==> config.mk <==
export PLATFORM = sky130hd
export DESIGN_NAME = serdes_irq_ctrl
export DESIGN_NICKNAME = d
export VERILOG_FILES = /design/src/rtl/serdes_irq_pkg.sv /design/src/rtl/irq_regs.sv /design/src/rtl/irq_status.sv /design/src/rtl/irq_err_count.sv /design/src/rtl/serdes_irq_ctrl.sv
export SDC_FILE = /design/constraint.sdc
export NUM_CORES = 1
export LEC_CHECK = 0
export ABC_AREA = 1
export BUFFER_PORTS_ARGS = -buffer_cell sky130_fd_sc_hd__buf_4
export CORE_ASPECT_RATIO = 0.6
export CORE_UTILIZATION = 50
export DETAILED_ROUTE_END_ITERATION = 8
export PLACE_DENSITY = 0.77
export SLEW_MARGIN = 0
export SYNTH_ARGS = -nofsm -noshare
export SYNTH_HDL_FRONTEND = slang
export SYNTH_SLANG_ARGS = --single-unit
==> constraint.sdc <==
create_clock -name clk -period 1.63 [get_ports clk]
set_input_delay 0.163 -clock clk [delete_from_list [all_inputs] [get_ports clk]]
set_output_delay 0.163 -clock clk [all_outputs]
set_load 0.01 [all_outputs]
==> src/rtl/serdes_irq_pkg.sv <==
`timescale 1ns/1ps
// Package: shared register offsets and bit positions for the PHY
// interrupt controller. Offsets are byte addresses on a word-aligned map.
package serdes_irq_pkg;
    localparam int REG_W      = 8;
    localparam int ADDR_W     = 8;
    localparam logic [7:0] OFF_CMD    = 8'hAC;
    localparam logic [7:0] OFF_CLRSEL = 8'hB0;
    localparam logic [7:0] OFF_MASK   = 8'hB4;
    localparam logic [7:0] OFF_STATUS = 8'hB8;
    localparam int GCLR_BIT   = 0;   // global-clear bit in command register
    localparam int CODE_BIT   = 7;   // code-group decode error
    localparam int DISP_BIT   = 6;   // running-disparity error
endpackage

==> src/rtl/irq_regs.sv <==
`timescale 1ns/1ps
// irq_regs: holds command, clear-select and mask registers and muxes
// readback. Assumes single-cycle write strobes; status is read-only and
// supplied by the status unit. Unmapped offsets read as zero.
module irq_regs
    import serdes_irq_pkg::*;
#(
    parameter int AW = ADDR_W,
    parameter int W  = REG_W
) (
    input  logic          clk,
    input  logic          rst_n,
    input  logic          wr_en,
    input  logic [AW-1:0] addr,
    input  logic [W-1:0]  wdata,
    input  logic [W-1:0]  status_in,
    output logic [W-1:0]  cmd_q,
    output logic [W-1:0]  clrsel_q,
    output logic [W-1:0]  mask_q,
    output logic [W-1:0]  rdata
);
    localparam logic [AW-1:0] A_CMD = AW'(OFF_CMD);
    localparam logic [AW-1:0] A_CLR = AW'(OFF_CLRSEL);
    localparam logic [AW-1:0] A_MSK = AW'(OFF_MASK);
    localparam logic [AW-1:0] A_STS = AW'(OFF_STATUS);

    // Register write decode; status offset is deliberately not writable.
    always_ff @(posedge clk) begin
        if (!rst_n) begin
            cmd_q    <= '0;
            clrsel_q <= '0;
            mask_q   <= '0;
        end else if (wr_en) begin
            if (addr == A_CMD) cmd_q    <= wdata;
            if (addr == A_CLR) clrsel_q <= wdata;
            if (addr == A_MSK) mask_q   <= wdata;
        end
    end

    // Combinational readback mux, zero for unmapped offsets.
    always_comb begin
        rdata = '0;
        if (addr == A_CMD) rdata = cmd_q;
        if (addr == A_CLR) rdata = clrsel_q;
        if (addr == A_MSK) rdata = mask_q;
        if (addr == A_STS) rdata = status_in;
    end
endmodule

==> src/rtl/irq_status.sv <==
`timescale 1ns/1ps
// irq_status: sticky status bits with a deferred, qualified clear.
// A clear window opens LAT edges after global clear rises and stays open
// while it is held; a same-cycle set always beats a clear. Assumes LAT >= 1.
module irq_status #(
    parameter int W   = 8,
    parameter int LAT = 4,
    localparam int CW = $clog2(LAT + 1)
) (
    input  logic         clk,
    input  logic         rst_n,
    input  logic [W-1:0] set_bits,
    input  logic [W-1:0] clr_sel,
    input  logic         gclr,
    output logic [W-1:0] status
);
    logic [CW-1:0] dly_q;
    logic          clr_open;

    // Delay counter: counts edges with global clear high, saturates at LAT.
    always_ff @(posedge clk) begin
        if (!rst_n)              dly_q <= '0;
        else if (!gclr)          dly_q <= '0;
        else if (dly_q != CW'(LAT)) dly_q <= dly_q + 1'b1;
    end

    assign clr_open = gclr && (dly_q >= CW'(LAT - 1));

    // One sticky flop per status bit; set has priority over clear.
    for (genvar b = 0; b < W; b++) begin : g_bit
        always_ff @(posedge clk) begin
            if (!rst_n)                         status[b] <= 1'b0;
            else if (set_bits[b])               status[b] <= 1'b1;
            else if (clr_open && clr_sel[b])    status[b] <= 1'b0;
        end
    end
endmodule

==> src/rtl/irq_err_count.sv <==
`timescale 1ns/1ps
// irq_err_count: counts consecutive error events; the event that reaches
// LIMIT raises a registered one-cycle reset request and restarts the count.
// A non-error event restarts the count. Assumes LIMIT >= 1.
module irq_err_count #(
    parameter int LIMIT = 2,
    localparam int CW   = $clog2(LIMIT + 1)
) (
    input  logic clk,
    input  logic rst_n,
    input  logic evt_valid,
    input  logic evt_err,
    output logic reset_req
);
    logic [CW-1:0] cnt_q;

    // Consecutive-error tracking and request pulse generation.
    always_ff @(posedge clk) begin
        if (!rst_n) begin
            cnt_q     <= '0;
            reset_req <= 1'b0;
        end else begin
            reset_req <= 1'b0;
            if (evt_valid) begin
                if (!evt_err) begin
                    cnt_q <= '0;
                end else if (cnt_q == CW'(LIMIT - 1)) begin
                    cnt_q     <= '0;
                    reset_req <= 1'b1;
                end else begin
                    cnt_q <= cnt_q + 1'b1;
                end
            end
        end
    end
endmodule

==> src/rtl/serdes_irq_ctrl.sv <==
`timescale 1ns/1ps
// serdes_irq_ctrl: top of the PHY error interrupt controller. Maps decoder
// events to status bits, gates them with the mask into irq, and forwards
// error events to the consecutive-error counter. Synchronous active-low reset.
module serdes_irq_ctrl
    import serdes_irq_pkg::*;
#(
    parameter int CLR_LAT   = 4,
    parameter int ERR_LIMIT = 2
) (
    input  logic              clk,
    input  logic              rst_n,
    input  logic              bus_wr,
    input  logic [ADDR_W-1:0] bus_addr,
    input  logic [REG_W-1:0]  bus_wdata,
    output logic [REG_W-1:0]  bus_rdata,
    input  logic              evt_valid,
    input  logic              evt_code_err,
    input  logic              evt_disp_err,
    output logic              irq,
    output logic              reset_req
);
    logic [REG_W-1:0] cmd_q, clrsel_q, mask_q, status_q, set_vec;
    logic             gclr;

    assign gclr = cmd_q[GCLR_BIT];

    // Map qualified decoder flags onto their status bit positions.
    always_comb begin
        set_vec           = '0;
        set_vec[CODE_BIT] = evt_valid && evt_code_err;
        set_vec[DISP_BIT] = evt_valid && evt_disp_err;
    end

    irq_regs #(.AW(ADDR_W), .W(REG_W)) u_regs (
        .clk      (clk),
        .rst_n    (rst_n),
        .wr_en    (bus_wr),
        .addr     (bus_addr),
        .wdata    (bus_wdata),
        .status_in(status_q),
        .cmd_q    (cmd_q),
        .clrsel_q (clrsel_q),
        .mask_q   (mask_q),
        .rdata    (bus_rdata)
    );

    irq_status #(.W(REG_W), .LAT(CLR_LAT)) u_status (
        .clk     (clk),
        .rst_n   (rst_n),
        .set_bits(set_vec),
        .clr_sel (clrsel_q),
        .gclr    (gclr),
        .status  (status_q)
    );

    irq_err_count #(.LIMIT(ERR_LIMIT)) u_errcnt (
        .clk      (clk),
        .rst_n    (rst_n),
        .evt_valid(evt_valid),
        .evt_err  (evt_code_err || evt_disp_err),
        .reset_req(reset_req)
    );

    assign irq = |(status_q & mask_q);
endmodule

* Word-level counts from Yosys, hierarchy flattened
Cells that the tools add are included.
Widths: inputs -> output; s select.
** Word-level totals
- Register bits after elaboration :: 32
- Bits in latches :: 0
- Bits in writable memories :: 0
- Memory bits (read-only) :: 0
- Bits of input ports :: 22
- Output and inout port bits :: 10
- Word-level logic and storage cells :: 43
- Memories :: 0
** Operators by class
- $add $sub $neg :: 2
- $mul :: 0
- Divide/modulo/power cells :: 0
- $lt $le $gt $ge :: 1
- Eq/ne operators :: 6
- Shift-type cells :: 0
- Multiplexer cells :: 11
- Bitwise operators :: 1
- Reductions and logical operators :: 14
** Operators with widths (number)
- $eq 8x8->1 const B :: 4
- $mux 8 :: 4
- $and 8x8->8 :: 1
- $reduce_and 2->1 :: 4
- $reduce_or 8->1 :: 1
- $logic_and 1x1->1 :: 5
- $mux 1 :: 5
- $mux 2 :: 2
- $reduce_bool 2->1 :: 2
- $add 3x1->3 const B :: 1
- $ge 3x2->1 const B :: 1
- $ne 3x3->1 const B :: 1
- $reduce_and 3->1 :: 1
- $add 2x1->2 const B :: 1
- $eq 2x1->1 const B :: 1
- $logic_or 1x1->1 :: 1

* Logic depth before layout (Yosys ltp)
Gate-level depths: netlist of the first run.
- Depth after elaboration :: 5
- Mapped depth :: 8
- Depth with buffers taken out :: 7

* Hierarchy
A second synthesis of the first run with hierarchy kept.
** Unflattened totals
- Cells, all modules :: 281
- Area, all modules :: 1923.1 um^2
** By module, submodules not included
- irq_regs :: times used 1, cells an instance 184, area an instance 1257.5 um^2, sequential area each 480.5 um^2
- irq_status :: times used 1, cells an instance 63, area an instance 476.7 um^2, sequential area each 220.2 um^2
- irq_err_count :: times used 1, cells an instance 13, area an instance 107.6 um^2, sequential area each 60.1 um^2
- serdes_irq_ctrl :: times used 1, cells an instance 21, area an instance 81.3 um^2, sequential area each 0.0 um^2

* Least setup slack after synthesis of the first run
Ideal clock, no wire load.
- Kind :: input-to-output
- Start :: input bus_addr[0]
- End :: output bus_rdata[0]
- Data arrival time :: 0.914 ns
- Path slack :: 0.553 ns
- Stages on the path :: 6
- Path buffers :: 1
- Cells stage by stage :: inv_1 > nand2_2 > nor2_4 > buf_2 > nand3_1 > o211ai_1
** On the way
- Cells in the longest elaborated chain, start to end :: 5
** Ends and longest elaborated chain
- from (decl) :: RTL line serdes_irq_ctrl.sv:14 : input logic [ADDR_W-1:0] bus_addr,
- $eq 8x8->1 :: RTL line irq_regs.sv:43 : if (addr == A_CMD) rdata = cmd_q;
- $mux 8 :: RTL line irq_regs.sv:43
- $mux 8 :: RTL line irq_regs.sv:44 : if (addr == A_CLR) rdata = clrsel_q;
- $mux 8 :: RTL line irq_regs.sv:45 : if (addr == A_MSK) rdata = mask_q;
- $mux 8 * :: RTL line irq_regs.sv:46 : if (addr == A_STS) rdata = status_in;
- to (decl) :: RTL line serdes_irq_ctrl.sv:16 : output logic [REG_W-1:0] bus_rdata,
Every way passes the cells marked *; elsewhere a longest branch is shown, timed or not.

* Worst setup path in the final report of the first run
- Start :: input bus_addr[0]
- End :: output bus_rdata[2]
Same word-level chain as after synthesis.

==> implementation parameters, run 1 <==
Parameter                              Value

Outcome
  Outcome    finished, final reports clean

Power
  Power Density    752 nW/um^2
  Leakage power total    0.00105 uW
  Worst supply voltage drop on vdd    0.540 mV

Critical path
  Required @ worst endpoint    1.47 ns
  Critical Path Start    bus_addr[0]
  Startpoint of the worst register-to-register path    u_status.dly_q[0]
  Number of buffer and inverter instances along the worst setup path    3
  Kind of end point of the critical path    output pin
  Reg-to-reg endpoint    u_status.status[6]
  Max stage delay cell, worst path    sky130_fd_sc_hd__o211ai_1
  Path type of the worst setup path    in2out
  Top cell by count, worst path    sky130_fd_sc_hd__buf_4
  Critical Path Source Type    input port
  Number of cells traversed by the worst register-to-register path    7
  Max stage delay on crit path    0.24 ns
  Critical path depth in cells    7
  Highest net fanout along the worst path    6
  Top Family by Delay on Critical Path    simple AND/OR/NAND/NOR gates
  Destination of the critical timing path    bus_rdata[2]
  Register-to-register setup slack    0.44 ns
  Arrival time worst endpoint    1.22 ns
  Crit-path cells    buf_4, inv_1, nand2_2, nor2_1, nand2_1, o211ai_1, buf_4

Logic synthesis
  Register bit total from synthesis    32
  Largest area contributor in the netlist    sky130_fd_sc_hd__dfxtp_1
  Synth Area per Inst    6.47 um^2
  Synth Net Count    296
  Synthesized netlist cell count    271
  Main area contributors after synthesis    sky130_fd_sc_hd__dfxtp_1, sky130_fd_sc_hd__nand2_1, sky130_fd_sc_hd__inv_1
  Fraction of the yosys area taken by sequential cells    36.5%
  Post-synth design cell area    1750 um^2
  Fraction of synthesized cell area taken by the top area cell type    36.5%
  Netlist cell types    21
  Number of warnings issued by yosys    0

Route
  Number of vias in the routed layout    1650
  Met2 wire len    1.56 mm
  First-iteration detailed-routing DRC count    134
  Post-detailed-route wirelength per cell    11.1 um
  Number of iterations in the first detailed-routing pass    4
  Final ANT Viol Nets    0
  Wire length the detailed router placed on met1    2.02 mm
  Highest metal layer with signal wires    met4
  Ratio of routed vias to standard cells    4.77
  DR WL met3    244 um
  Drt drc    0
  Detailed-route wire length    3.85 mm

Placed design
  Placed Cells incl. Taps    338
  Sum of net half-perimeters after detailed placement    2.70 mm
  Count of port buffers added during placement    31
  Post-detailed-placement cell area    1980 um^2
  Weighted congestion at the end of routability-driven global placement    0.795
  Worst-case setup slack after placement    0.241 ns

GRT
  Combined global-route utilization of all metal layers    22.2%
  GRT Residual Overflow    0
  Antenna violations before repair    0
  Wire length of the first global-routing pass    6.24 mm
  Vias in the first global route    1403
  Largest net degree at the start of global routing    30

Final layout
  Final Cell Area    2070 um^2
  Leading cell types in the layout, fill and taps excluded    sky130_fd_sc_hd__nand2_1, sky130_fd_sc_hd__inv_1, sky130_fd_sc_hd__nor2_1
  Post-synthesis to final-layout area growth    18.3%
  Number of diodes    0
  Count of non-filler cells in the finished layout    346
  Share of layout cells above drive strength 1    16.3%
  Final #Nets    325
  Most common library cell in the layout ignoring fill and taps    sky130_fd_sc_hd__nand2_1

Floorplan
  Vertical die dimension    47.9 um
  Top-level port count    32
  Starting density of the core    53.1%
  Core Footprint    3300 um^2
  Die outline width    78.4 um
  Floorplan die area    3750 um^2
  Std-Cell Rows    16

CTS
  CTS tree    yes
  Clock latency of the later-clocked register in the worst-skew pair    0.28 ns
  Post-cts sizing count    0
  # Post-CTS Setup Buffers    0
  Clock net sink count    32
  CTS Buffer Depth    2
  Number of buffers added by the clock tree synthesis step    5
  Number of hold-repair buffers added at the cts stage    0
  Clock transition at path regs    0.07 ns
  Root buf cell    sky130_fd_sc_hd__clkbuf_8
  H-Tree Level Count    2

Timing
  Summed negative setup slack over all endpoints    0 ns
  Final Hold Fails    0
  Final setup violating endpoints    0
  WHS    0.122 ns
  Final count of pins violating max slew    0
  Setup WS post-layout    0.244 ns
  Final Cycle Share    85.1%
  RSZ-0062 raised after global routing    no
  Worst rel slew slack    73.1%
  Max Clock Freq    721 MHz
  Pin slew with the least headroom to its limit    0.404 ns
  Clock period minus final worst setup slack    1.39 ns
  Final Skew    0.00281 ns

Worst hold path
  Kind of path behind the tightest hold check    in2reg

Run
  Number of max-cap violations    0
==> kinds of logic after synthesis <==
| logic type | synth area share (%) |
|---|---|
| AO/OA/AOI/OAI | 5.78 |
| adder cells (fa/ha/maj) | 2.14 |
| buffers and inverters | 14.8 |
| flip-flops | 36.5 |
| AND/OR/NAND/NOR | 40.7 |
==> stage by stage <==
step / utilization, % / total power, uW
4_1_cts: 62.8 / 1560
3_5_place_dp: 60.1 / 941
6_report: 62.8 / 1560
3_3_place_gp: 60.1 / 939
2_1_floorplan: - / 881
5_1_grt: 62.8 / 1610
==> synthesized netlist by cell type <==
cell type                   n
sky130_fd_sc_hd__a22o_1     1
sky130_fd_sc_hd__o211ai_1   7
sky130_fd_sc_hd__nand2_1   64
sky130_fd_sc_hd__nor2_4     2
sky130_fd_sc_hd__a211oi_1   1
sky130_fd_sc_hd__ha_1       3
sky130_fd_sc_hd__buf_6      2
sky130_fd_sc_hd__o21ai_0    1
sky130_fd_sc_hd__nand3_4    1
sky130_fd_sc_hd__buf_2      7
sky130_fd_sc_hd__nand2_2    5
sky130_fd_sc_hd__inv_1     53
sky130_fd_sc_hd__nor2_8     1
sky130_fd_sc_hd__nand4_1   10
sky130_fd_sc_hd__nor2_1    53
sky130_fd_sc_hd__o22ai_1    2
sky130_fd_sc_hd__nand3_1   20
sky130_fd_sc_hd__inv_2      1
sky130_fd_sc_hd__a21oi_1    3
sky130_fd_sc_hd__dfxtp_1   32
sky130_fd_sc_hd__nand3_2    2
==> how the worst min path moves through the flow <==
stage                              to    startpoint  slack, ns  depth (start not counted)
detailed placement   u_regs.mask_q[5]  bus_wdata[5]       0.42                          3
CTS                  u_regs.mask_q[5]  bus_wdata[5]       0.12                          3
global placement     u_regs.mask_q[4]  bus_wdata[4]       0.41                          3
floorplan           u_errcnt.cnt_q[0]     evt_valid       0.29                          2
global route         u_regs.mask_q[2]  bus_wdata[2]       0.14                          3
finish                u_regs.cmd_q[1]  bus_wdata[1]       0.12                          3
==> worst reg2reg max path: stages (launching register included) <==
cell                      delay (ns)
sky130_fd_sc_hd__dfxtp_1        0.34
sky130_fd_sc_hd__ha_1           0.20
sky130_fd_sc_hd__ha_1           0.17
sky130_fd_sc_hd__nor2_1         0.10
sky130_fd_sc_hd__nand2_1        0.06
sky130_fd_sc_hd__nand2_1        0.10
sky130_fd_sc_hd__nor2_1         0.05
sky130_fd_sc_hd__o22ai_1        0.10
==> layer usage <==
metal / global-route usage, % / vias to the layer above
met5: 0 / -
li1: - / 882
met3: 4.76 / 3
met2: 36.1 / 39
met4: 5.56 / 0
met1: 30.7 / 726
==> report_power, final <==
group	switching, uW	internal [uW]	leakage [uW]
Clock	292	344	0.0000455
Combinational	76.8	52.6	0.000750
Sequential	5.31	790	0.000259
==> flip-flops by register name, summed over array words and instances, names as in the netlist <==
register,flops
u_errcnt.reset_req,1
u_regs.cmd_q,8
u_status.status,2
u_status.dly_q,3
u_errcnt.cnt_q,2
u_regs.mask_q,8
u_regs.clrsel_q,8
==> layout make-up <==
class                           instances  area (um^2)
Clock buffer                            8         90.1
Fill cell                             318         1230
Inverter                               54          203
Multi-Input combinational cell        176          852
Sequential cell                        32          641
Tap cell                               45         56.3
Timing Repair Buffer                   31          233
Power figures use the tool's default switching activity.
==> run 2, diff against run 1 <==
--- a/config.mk
+++ b/config.mk
@@ -10,8 +10,9 @@
 export CORE_ASPECT_RATIO = 0.6
 export CORE_UTILIZATION = 50
 export DETAILED_ROUTE_END_ITERATION = 8
-export PLACE_DENSITY = 0.77
+export PLACE_DENSITY = 0.76
 export SLEW_MARGIN = 0
 export SYNTH_ARGS = -nofsm -noshare
 export SYNTH_HDL_FRONTEND = slang
+export SYNTH_HIERARCHICAL = 1
 export SYNTH_SLANG_ARGS = --single-unit
==> run 2 against run 1 <==
Compared with the run above:
- setup slack got worse by 0.045 ns
- clock-buffer cell count decreased by 1
- highest routed layer unchanged
- sequential power increased by 21%
- critical path type unchanged
- synthesized area increased by 9.7%
- fmax decreased by 3.1%
==> implementation parameters, run 2 <==
Parameter                              Value

CTS
  # Post-CTS Setup Buffers    0
  Number of buffers added by the clock tree synthesis step    5
  CTS Buffer Depth    2
  H-Tree Level Count    2
  Root buf cell    sky130_fd_sc_hd__clkbuf_8
  Post-cts sizing count    0
  CTS tree    yes
  Number of hold-repair buffers added at the cts stage    0
  Clock latency of the later-clocked register in the worst-skew pair    0.29 ns
  Clock net sink count    38
  Clock transition at path regs    0.07 ns

Logic synthesis
  Fraction of the yosys area taken by sequential cells    39.6%
  Ys flop type    sky130_fd_sc_hd__dfxtp_1
  Share of synthesized flip-flops with an asynchronous set or reset    0%
  Netlist cell types    26
  Synthesized netlist cell count    281
  Cell with the most instances after synthesis    sky130_fd_sc_hd__nand2_1
  Post-synth EDFFs    0
  Synth Area per Inst    6.84 um^2
  Fraction of synthesized cell area taken by the top area cell type    39.6%
  Register bit total from synthesis    38
  Top post-synthesis cells by count    sky130_fd_sc_hd__nand2_1, sky130_fd_sc_hd__dfxtp_1, sky130_fd_sc_hd__nand3_1, sky130_fd_sc_hd__a21oi_1, sky130_fd_sc_hd__inv_1
  Post-synth design cell area    1920 um^2
  Number of warnings issued by yosys    6
  Largest area contributor in the netlist    sky130_fd_sc_hd__dfxtp_1
  Main area contributors after synthesis    sky130_fd_sc_hd__dfxtp_1, sky130_fd_sc_hd__nand2_1, sky130_fd_sc_hd__nand3_1

Timing
  Max Clock Freq    699 MHz
  Pin slew with the least headroom to its limit    0.525 ns
  Final Cycle Share    87.8%
  Worst rel slew slack    65.0%
  Final Hold Fails    0
  Summed negative setup slack over all endpoints    0 ns
  RSZ-0062 raised after global routing    no
  Final Skew    0.00424 ns
  Clock period minus final worst setup slack    1.43 ns
  Final setup violating endpoints    0
  Final count of pins violating max slew    0

Floorplan
  Std-Cell Rows    17
  Die outline width    82.1 um
  Starting density of the core    52.3%
  Vertical die dimension    50.0 um
  Floorplan die area    4110 um^2
  Core Footprint    3680 um^2
  Top-level port count    32

GRT
  Vias in the first global route    1648
  GRT Residual Overflow    0
  Combined global-route utilization of all metal layers    25.0%
  Antenna violations before repair    0
  Wire length of the first global-routing pass    7.65 mm
  Largest net degree at the start of global routing    28

Critical path
  Kind of end point of the critical path    output pin
  Max stage delay cell, worst path    sky130_fd_sc_hd__buf_4
  Startpoint of the worst register-to-register path    u_status/dly_q[0]
  Highest net fanout along the worst path    13
  Max stage delay on crit path    0.19 ns
  Register-to-register setup slack    0.33 ns
  Top cell by count, worst path    sky130_fd_sc_hd__buf_4
  Reg-to-reg endpoint    u_status/status[5]
  Required @ worst endpoint    1.47 ns
  Crit-path cells    buf_4, inv_1, nand2_2, nor2_1, and2_1, buf_4, nand2_1, nand4_1, buf_4
  Critical Path Source Type    input port
  Path type of the worst setup path    in2out
  Arrival time worst endpoint    1.27 ns
  Number of cells traversed by the worst register-to-register path    7

Power
  Leakage power total    0.000991 uW
  Worst supply voltage drop on vdd    0.539 mV
  PnR Total Power    1890 uW
  Power Density    810 nW/um^2

Final layout
  Final #Nets    345
  Area taken by flip-flops and latches    761 um^2
  Fillcell total    362
  Area of the multi-input gates    993 um^2
  Leading cell types in the layout, fill and taps excluded    sky130_fd_sc_hd__nand2_1, sky130_fd_sc_hd__dfxtp_1, sky130_fd_sc_hd__nand3_1
  End-of-flow core utilization    63.5%
  Share of layout cells above drive strength 1    16.8%
  Post-synthesis to final-layout area growth    21.5%
  Number of diodes    0
  Most common library cell in the layout ignoring fill and taps    sky130_fd_sc_hd__nand2_1

Run
  Number of max-cap violations    0

Placed design
  Weighted congestion at the end of routability-driven global placement    0.849
  Count of port buffers added during placement    31
  Sum of net half-perimeters after detailed placement    3.37 mm

Outcome
  Outcome    finished, final reports clean

Worst hold path
  Number of instances on the worst hold path    3
  Worst Hold Launch    evt_valid
  Endpoint of the worst hold-timing path    u_errcnt/cnt_q[0]
  Kind of path behind the tightest hold check    in2reg

Route
  Number of vias in the routed layout    1889
  Number of iterations in the first detailed-routing pass    4
  First-iteration detailed-routing DRC count    86
  Post-detailed-route wirelength per cell    12.4 um
  Drt drc    0
  Final ANT Viol Nets    0
  Ratio of routed vias to standard cells    5.13
  Detailed-route wire length    4.56 mm
[run 2: changes by cell type in the layout (fill, tap and decap cells not counted), sizes merged, moves of 2 or more]
cell / before / now
a21oi: 3 / 36
buf: 31 / 37
conb: 0 / 6
dfxtp: 32 / 38
inv: 54 / 34
nand2: 69 / 75
nand3: 23 / 39
nand4: 10 / 13
nor2: 56 / 14
nor3: 0 / 4
o211ai: 7 / 1
o21ai: 1 / 9
o22ai: 2 / 0
[run 2: power by group]
| part | switching, uW | total, uW | internal (uW) |
|---|---|---|---|
| combinational | 87.0 | 149 | 61.6 |
| sequential | 13.9 | 959 | 946 |
| clock | 327 | 785 | 458 |
[run 2: critical path, delay by kind of cell]
family                 cells  cell delay, ns
AND/OR/NAND/NOR            5            0.62
buffers and inverters      4            0.47
[run 2: stage by stage]
stage          hold WS (ns)  worst slack (ns)  std cells  instance area (um^2)
3_3_place_gp          0.424             0.240        360                  2230
3_5_place_dp          0.428             0.219        360                  2230
6_report              0.158             0.199        368                  2340
5_1_grt               0.162            0.0464        368                  2340
4_1_cts               0.157             0.209        368                  2340
2_1_floorplan         0.289             0.455        286                  1940
[run 2: logic make-up (layout without fill, tap and decap cells)]
kind of cell               count (synthesis)  in the layout  share of synthesized area (%)
and+or+nand+nor                          148            148                           36.0
AOI/OAI and AO/OA                         47             47                           12.5
buffers and inverters                     44             79                           9.76
DFF                                       38             38                           39.6
adders and majority gates                  3              3                           1.95
other                                      1              6                          0.195
[run 2: cell type report]
type	instances	area share, %
Clock buffer	7	3.27
Clock inverter	1	1.28
Inverter	34	5.46
Multi-Input combinational cell	204	42.5
Sequential cell	38	32.5
Tap cell	47	2.52
Timing Repair Buffer	37	12.4
[run 2: routing by layer]
layer / share of wire (%) / track usage, % / wire length, um
met5: 0 / 0 / 0
met4: 0.70 / 7.02 / 32
met3: 6.6 / 5.93 / 302
met2: 43 / 37.1 / 1940
met1: 50 / 35.8 / 2280
[run 2: worst max-delay path by stage]
stage	from	to	slack (ns)	cells after the start
global placement	bus_addr[6]	u_regs/clrsel_q[7]	0.24	8
detailed placement	bus_addr[0]	bus_rdata[2]	0.22	9
CTS	bus_addr[0]	bus_rdata[5]	0.21	9
global route	bus_addr[1]	bus_rdata[5]	0.05	9
finish	bus_addr[0]	bus_rdata[5]	0.20	9
floorplan	bus_addr[6]	bus_rdata[4]	0.45	6
==> run 3, diff against run 2 <==
--- a/config.mk
+++ b/config.mk
@@ -5,14 +5,14 @@
 export SDC_FILE = /design/constraint.sdc
 export NUM_CORES = 1
 export LEC_CHECK = 0
-export ABC_AREA = 1
 export BUFFER_PORTS_ARGS = -buffer_cell sky130_fd_sc_hd__buf_4
+export CELL_PAD_IN_SITES_DETAIL_PLACEMENT = 1
+export CELL_PAD_IN_SITES_GLOBAL_PLACEMENT = 1
 export CORE_ASPECT_RATIO = 0.6
-export CORE_UTILIZATION = 50
+export CORE_UTILIZATION = 43
 export DETAILED_ROUTE_END_ITERATION = 8
-export PLACE_DENSITY = 0.76
+export PLACE_DENSITY = 0.87
 export SLEW_MARGIN = 0
 export SYNTH_ARGS = -nofsm -noshare
 export SYNTH_HDL_FRONTEND = slang
-export SYNTH_HIERARCHICAL = 1
 export SYNTH_SLANG_ARGS = --single-unit
==> run 3 against run 2 <==
Compared with the run above:
- combinational power up 31%
- worst hold slack worse by 0.017 ns
- die area up 4.0%
- setup slack worse by 0.12 ns
- largest cell class unchanged
- largest power group unchanged
- highest routed layer unchanged
==> implementation parameters, run 3 <==
Parameter                              Value

Route
  Number of iterations in the first detailed-routing pass    4
  Number of vias in the routed layout    1820
  First-iteration detailed-routing DRC count    153
  Final ANT Viol Nets    0
  Drt drc    0
  Post-detailed-route wirelength per cell    19.2 um
  Detailed-route wire length    5.60 mm
  Ratio of routed vias to standard cells    6.23

CTS
  # Post-CTS Setup Buffers    0
  H-Tree Level Count    2
  Clock net sink count    32
  CTS Buffer Depth    2
  Clock transition at path regs    0.06 ns
  Post-cts sizing count    0
  Clock latency of the later-clocked register in the worst-skew pair    0.30 ns
  Number of hold-repair buffers added at the cts stage    0
  Number of buffers added by the clock tree synthesis step    5
  CTS tree    yes
  Root buf cell    sky130_fd_sc_hd__clkbuf_8

Final layout
  Post-synthesis to final-layout area growth    26.0%
  Fillcell total    459
  Most common library cell in the layout ignoring fill and taps    sky130_fd_sc_hd__buf_4
  Area of the multi-input gates    990 um^2
  Final #Nets    269
  Biggest registers after layout    u_regs.clrsel_q x8, u_regs.cmd_q x8, u_regs.mask_q x8
  Number of diodes    0
  Leading cell types in the layout, fill and taps excluded    sky130_fd_sc_hd__buf_4, sky130_fd_sc_hd__dfxtp_1, sky130_fd_sc_hd__nand2_1, sky130_fd_sc_hd__nand4_1
  Count of non-filler cells in the finished layout    292
  Share of layout cells above drive strength 1    25.3%
  Area taken by flip-flops and latches    641 um^2

Logic synthesis
  Ys flop type    sky130_fd_sc_hd__dfxtp_1
  Share of synthesized flip-flops with an asynchronous set or reset    0%
  Synth Area per Inst    8.28 um^2
  Register bit total from synthesis    32
  Main area contributors after synthesis    sky130_fd_sc_hd__dfxtp_1, sky130_fd_sc_hd__nand4_1, sky130_fd_sc_hd__a21oi_1
  Synth Net Count    233
  Fraction of synthesized cell area taken by the top area cell type    37.2%
  Post-synth design cell area    1720 um^2
  Netlist cell types    42
  Number of warnings issued by yosys    0
  Largest area contributor in the netlist    sky130_fd_sc_hd__dfxtp_1
  Fraction of the yosys area taken by sequential cells    37.2%
  Top post-synthesis cells by count    sky130_fd_sc_hd__dfxtp_1, sky130_fd_sc_hd__nand2_1, sky130_fd_sc_hd__nand4_1, sky130_fd_sc_hd__a21oi_1, sky130_fd_sc_hd__nand3_1
  Cell with the most instances after synthesis    sky130_fd_sc_hd__dfxtp_1
  Synthesized netlist cell count    208
  Post-synth EDFFs    0

GRT
  GRT Residual Overflow    0
  Largest net degree at the start of global routing    23
  Vias in the first global route    1823
  Combined global-route utilization of all metal layers    28.5%
  M3 GR Usage    5.49%
  Global-route met2 utilization    48.1%
  Wire length of the first global-routing pass    9.18 mm
  Met1 global-route usage    36.8%
  Antenna violations before repair    0
  Most Crowded Layer GR    met2

Critical path
  Crit-path cells    buf_4, or4b_1, or2_0, a21oi_1, buf_4
  Register-to-register setup slack    0.24 ns
  Required @ worst endpoint    1.47 ns
  Path type of the worst setup path    in2out
  Top cell by count, worst path    sky130_fd_sc_hd__buf_4
  Critical Path Start    bus_addr[4]
  Max stage delay on crit path    0.55 ns
  Critical Path Source Type    input port
  Number of cells traversed by the worst register-to-register path    5
  Reg-to-reg endpoint    u_status.status[6]
  Max stage delay cell, worst path    sky130_fd_sc_hd__or4b_1
  Highest net fanout along the worst path    5
  Arrival time worst endpoint    1.39 ns
  Destination of the critical timing path    bus_rdata[7]
  Kind of end point of the critical path    output pin
  Startpoint of the worst register-to-register path    u_status.dly_q[0]

Power
  Worst supply voltage drop on vdd    0.503 mV
  Leakage power total    0.000807 uW
  Power Density    756 nW/um^2

Timing
  Final Hold Fails    0
  Final Cycle Share    95.1%
  Final Skew    0.00324 ns
  Clock period minus final worst setup slack    1.55 ns
  RSZ-0062 raised after global routing    no
  Max Clock Freq    645 MHz
  Final setup violating endpoints    0
  Worst rel slew slack    72.1%
  Pin slew with the least headroom to its limit    0.416 ns
  Summed negative setup slack over all endpoints    0 ns
  Final count of pins violating max slew    0

Floorplan
  Die outline width    83.7 um
  Starting density of the core    46.0%
  Top-level port count    32
  Core Footprint    3740 um^2
  Std-Cell Rows    17
  Floorplan die area    4270 um^2
  Vertical die dimension    51.0 um

Placed design
  Placed Cells incl. Taps    284
  Sum of net half-perimeters after detailed placement    4.04 mm
  Weighted congestion at the end of routability-driven global placement    0.856
  Count of port buffers added during placement    31

Worst hold path
  Kind of path behind the tightest hold check    in2reg

Outcome
  Outcome    finished, final reports clean

Run
  Number of max-cap violations    0
-- run 3: cell families (layout without fill, tap and decap cells) --
logic type | count (synthesis) | in the layout | share of synthesized area [%]
simple gates | 88 | 88 | 29.7
compound gates | 49 | 49 | 18.8
flops | 32 | 32 | 37.2
xor+xnor | 1 | 1 | 0.509
fa+ha+maj | 3 | 3 | 2.18
buf+inv | 25 | 62 | 5.67
mux | 10 | 10 | 5.96
-- run 3: how the worst min path moves through the flow --
stage	start	to	slack, ns	cells past startpoint
after global placement	u_errcnt.cnt_q[1]	u_errcnt.reset_req	0.40	1
after floorplan	bus_wdata[5]	u_regs.mask_q[5]	0.31	2
after detailed placement	u_errcnt.cnt_q[1]	u_errcnt.reset_req	0.40	1
final	bus_wdata[4]	u_regs.mask_q[4]	0.14	3
after global routing	bus_wdata[4]	u_regs.mask_q[4]	0.16	3
after CTS	bus_wdata[2]	u_regs.mask_q[2]	0.14	3
-- run 3: critical path: cells and delay by family --
family,cells,cell delay (ns)
and+or+nand+nor,2,0.81
AOI/OAI and AO/OA,1,0.15
buffers and inverters,2,0.27
-- run 3: per-stage QoR --
| step | area, um^2 | setup slack [ns] | total power, uW | utilization (%) | hold slack (ns) |
|---|---|---|---|---|---|
| 6_report | 2170 | 0.0796 | 1640 | 58.0 | 0.141 |
| 5_1_grt | 2170 | 0.00919 | 1690 | 58.0 | 0.159 |
| 4_1_cts | 2170 | 0.0761 | 1650 | 58.0 | 0.135 |
| 3_5_place_dp | 2080 | 0.0352 | 1000 | 55.5 | 0.402 |
| 3_3_place_gp | 2080 | 0.0873 | 995 | 55.5 | 0.399 |
| 2_1_floorplan | 1720 | 0.155 | 897 | - | 0.305 |
-- run 3: final cells by class --
cell class / count / share of cell area (%)
clock buffer: 6 / 3.81
clock inverter: 2 / 0.461
inverter: 8 / 1.38
multi-input combinational: 151 / 45.6
sequential: 32 / 29.5
tap: 47 / 2.71
timing repair buffer: 46 / 16.5
-- run 3: routing by layer --
| layer | wire, um | vias to the layer above |
|---|---|---|
| met5 | 0 | - |
| met4 | 75 | 0 |
| met3 | 283 | 9 |
| met2 | 2600 | 53 |
| met1 | 2640 | 899 |
| li1 | - | 859 |
-- run 3: report_power, final --
group / switching [uW] / internal, uW / leakage (uW)
Sequential: 5.97 / 788 / 0.000258
Combinational: 118 / 76.8 / 0.000498
Clock: 315 / 337 / 0.0000510
Total: 439 / 1200 / 0.000807
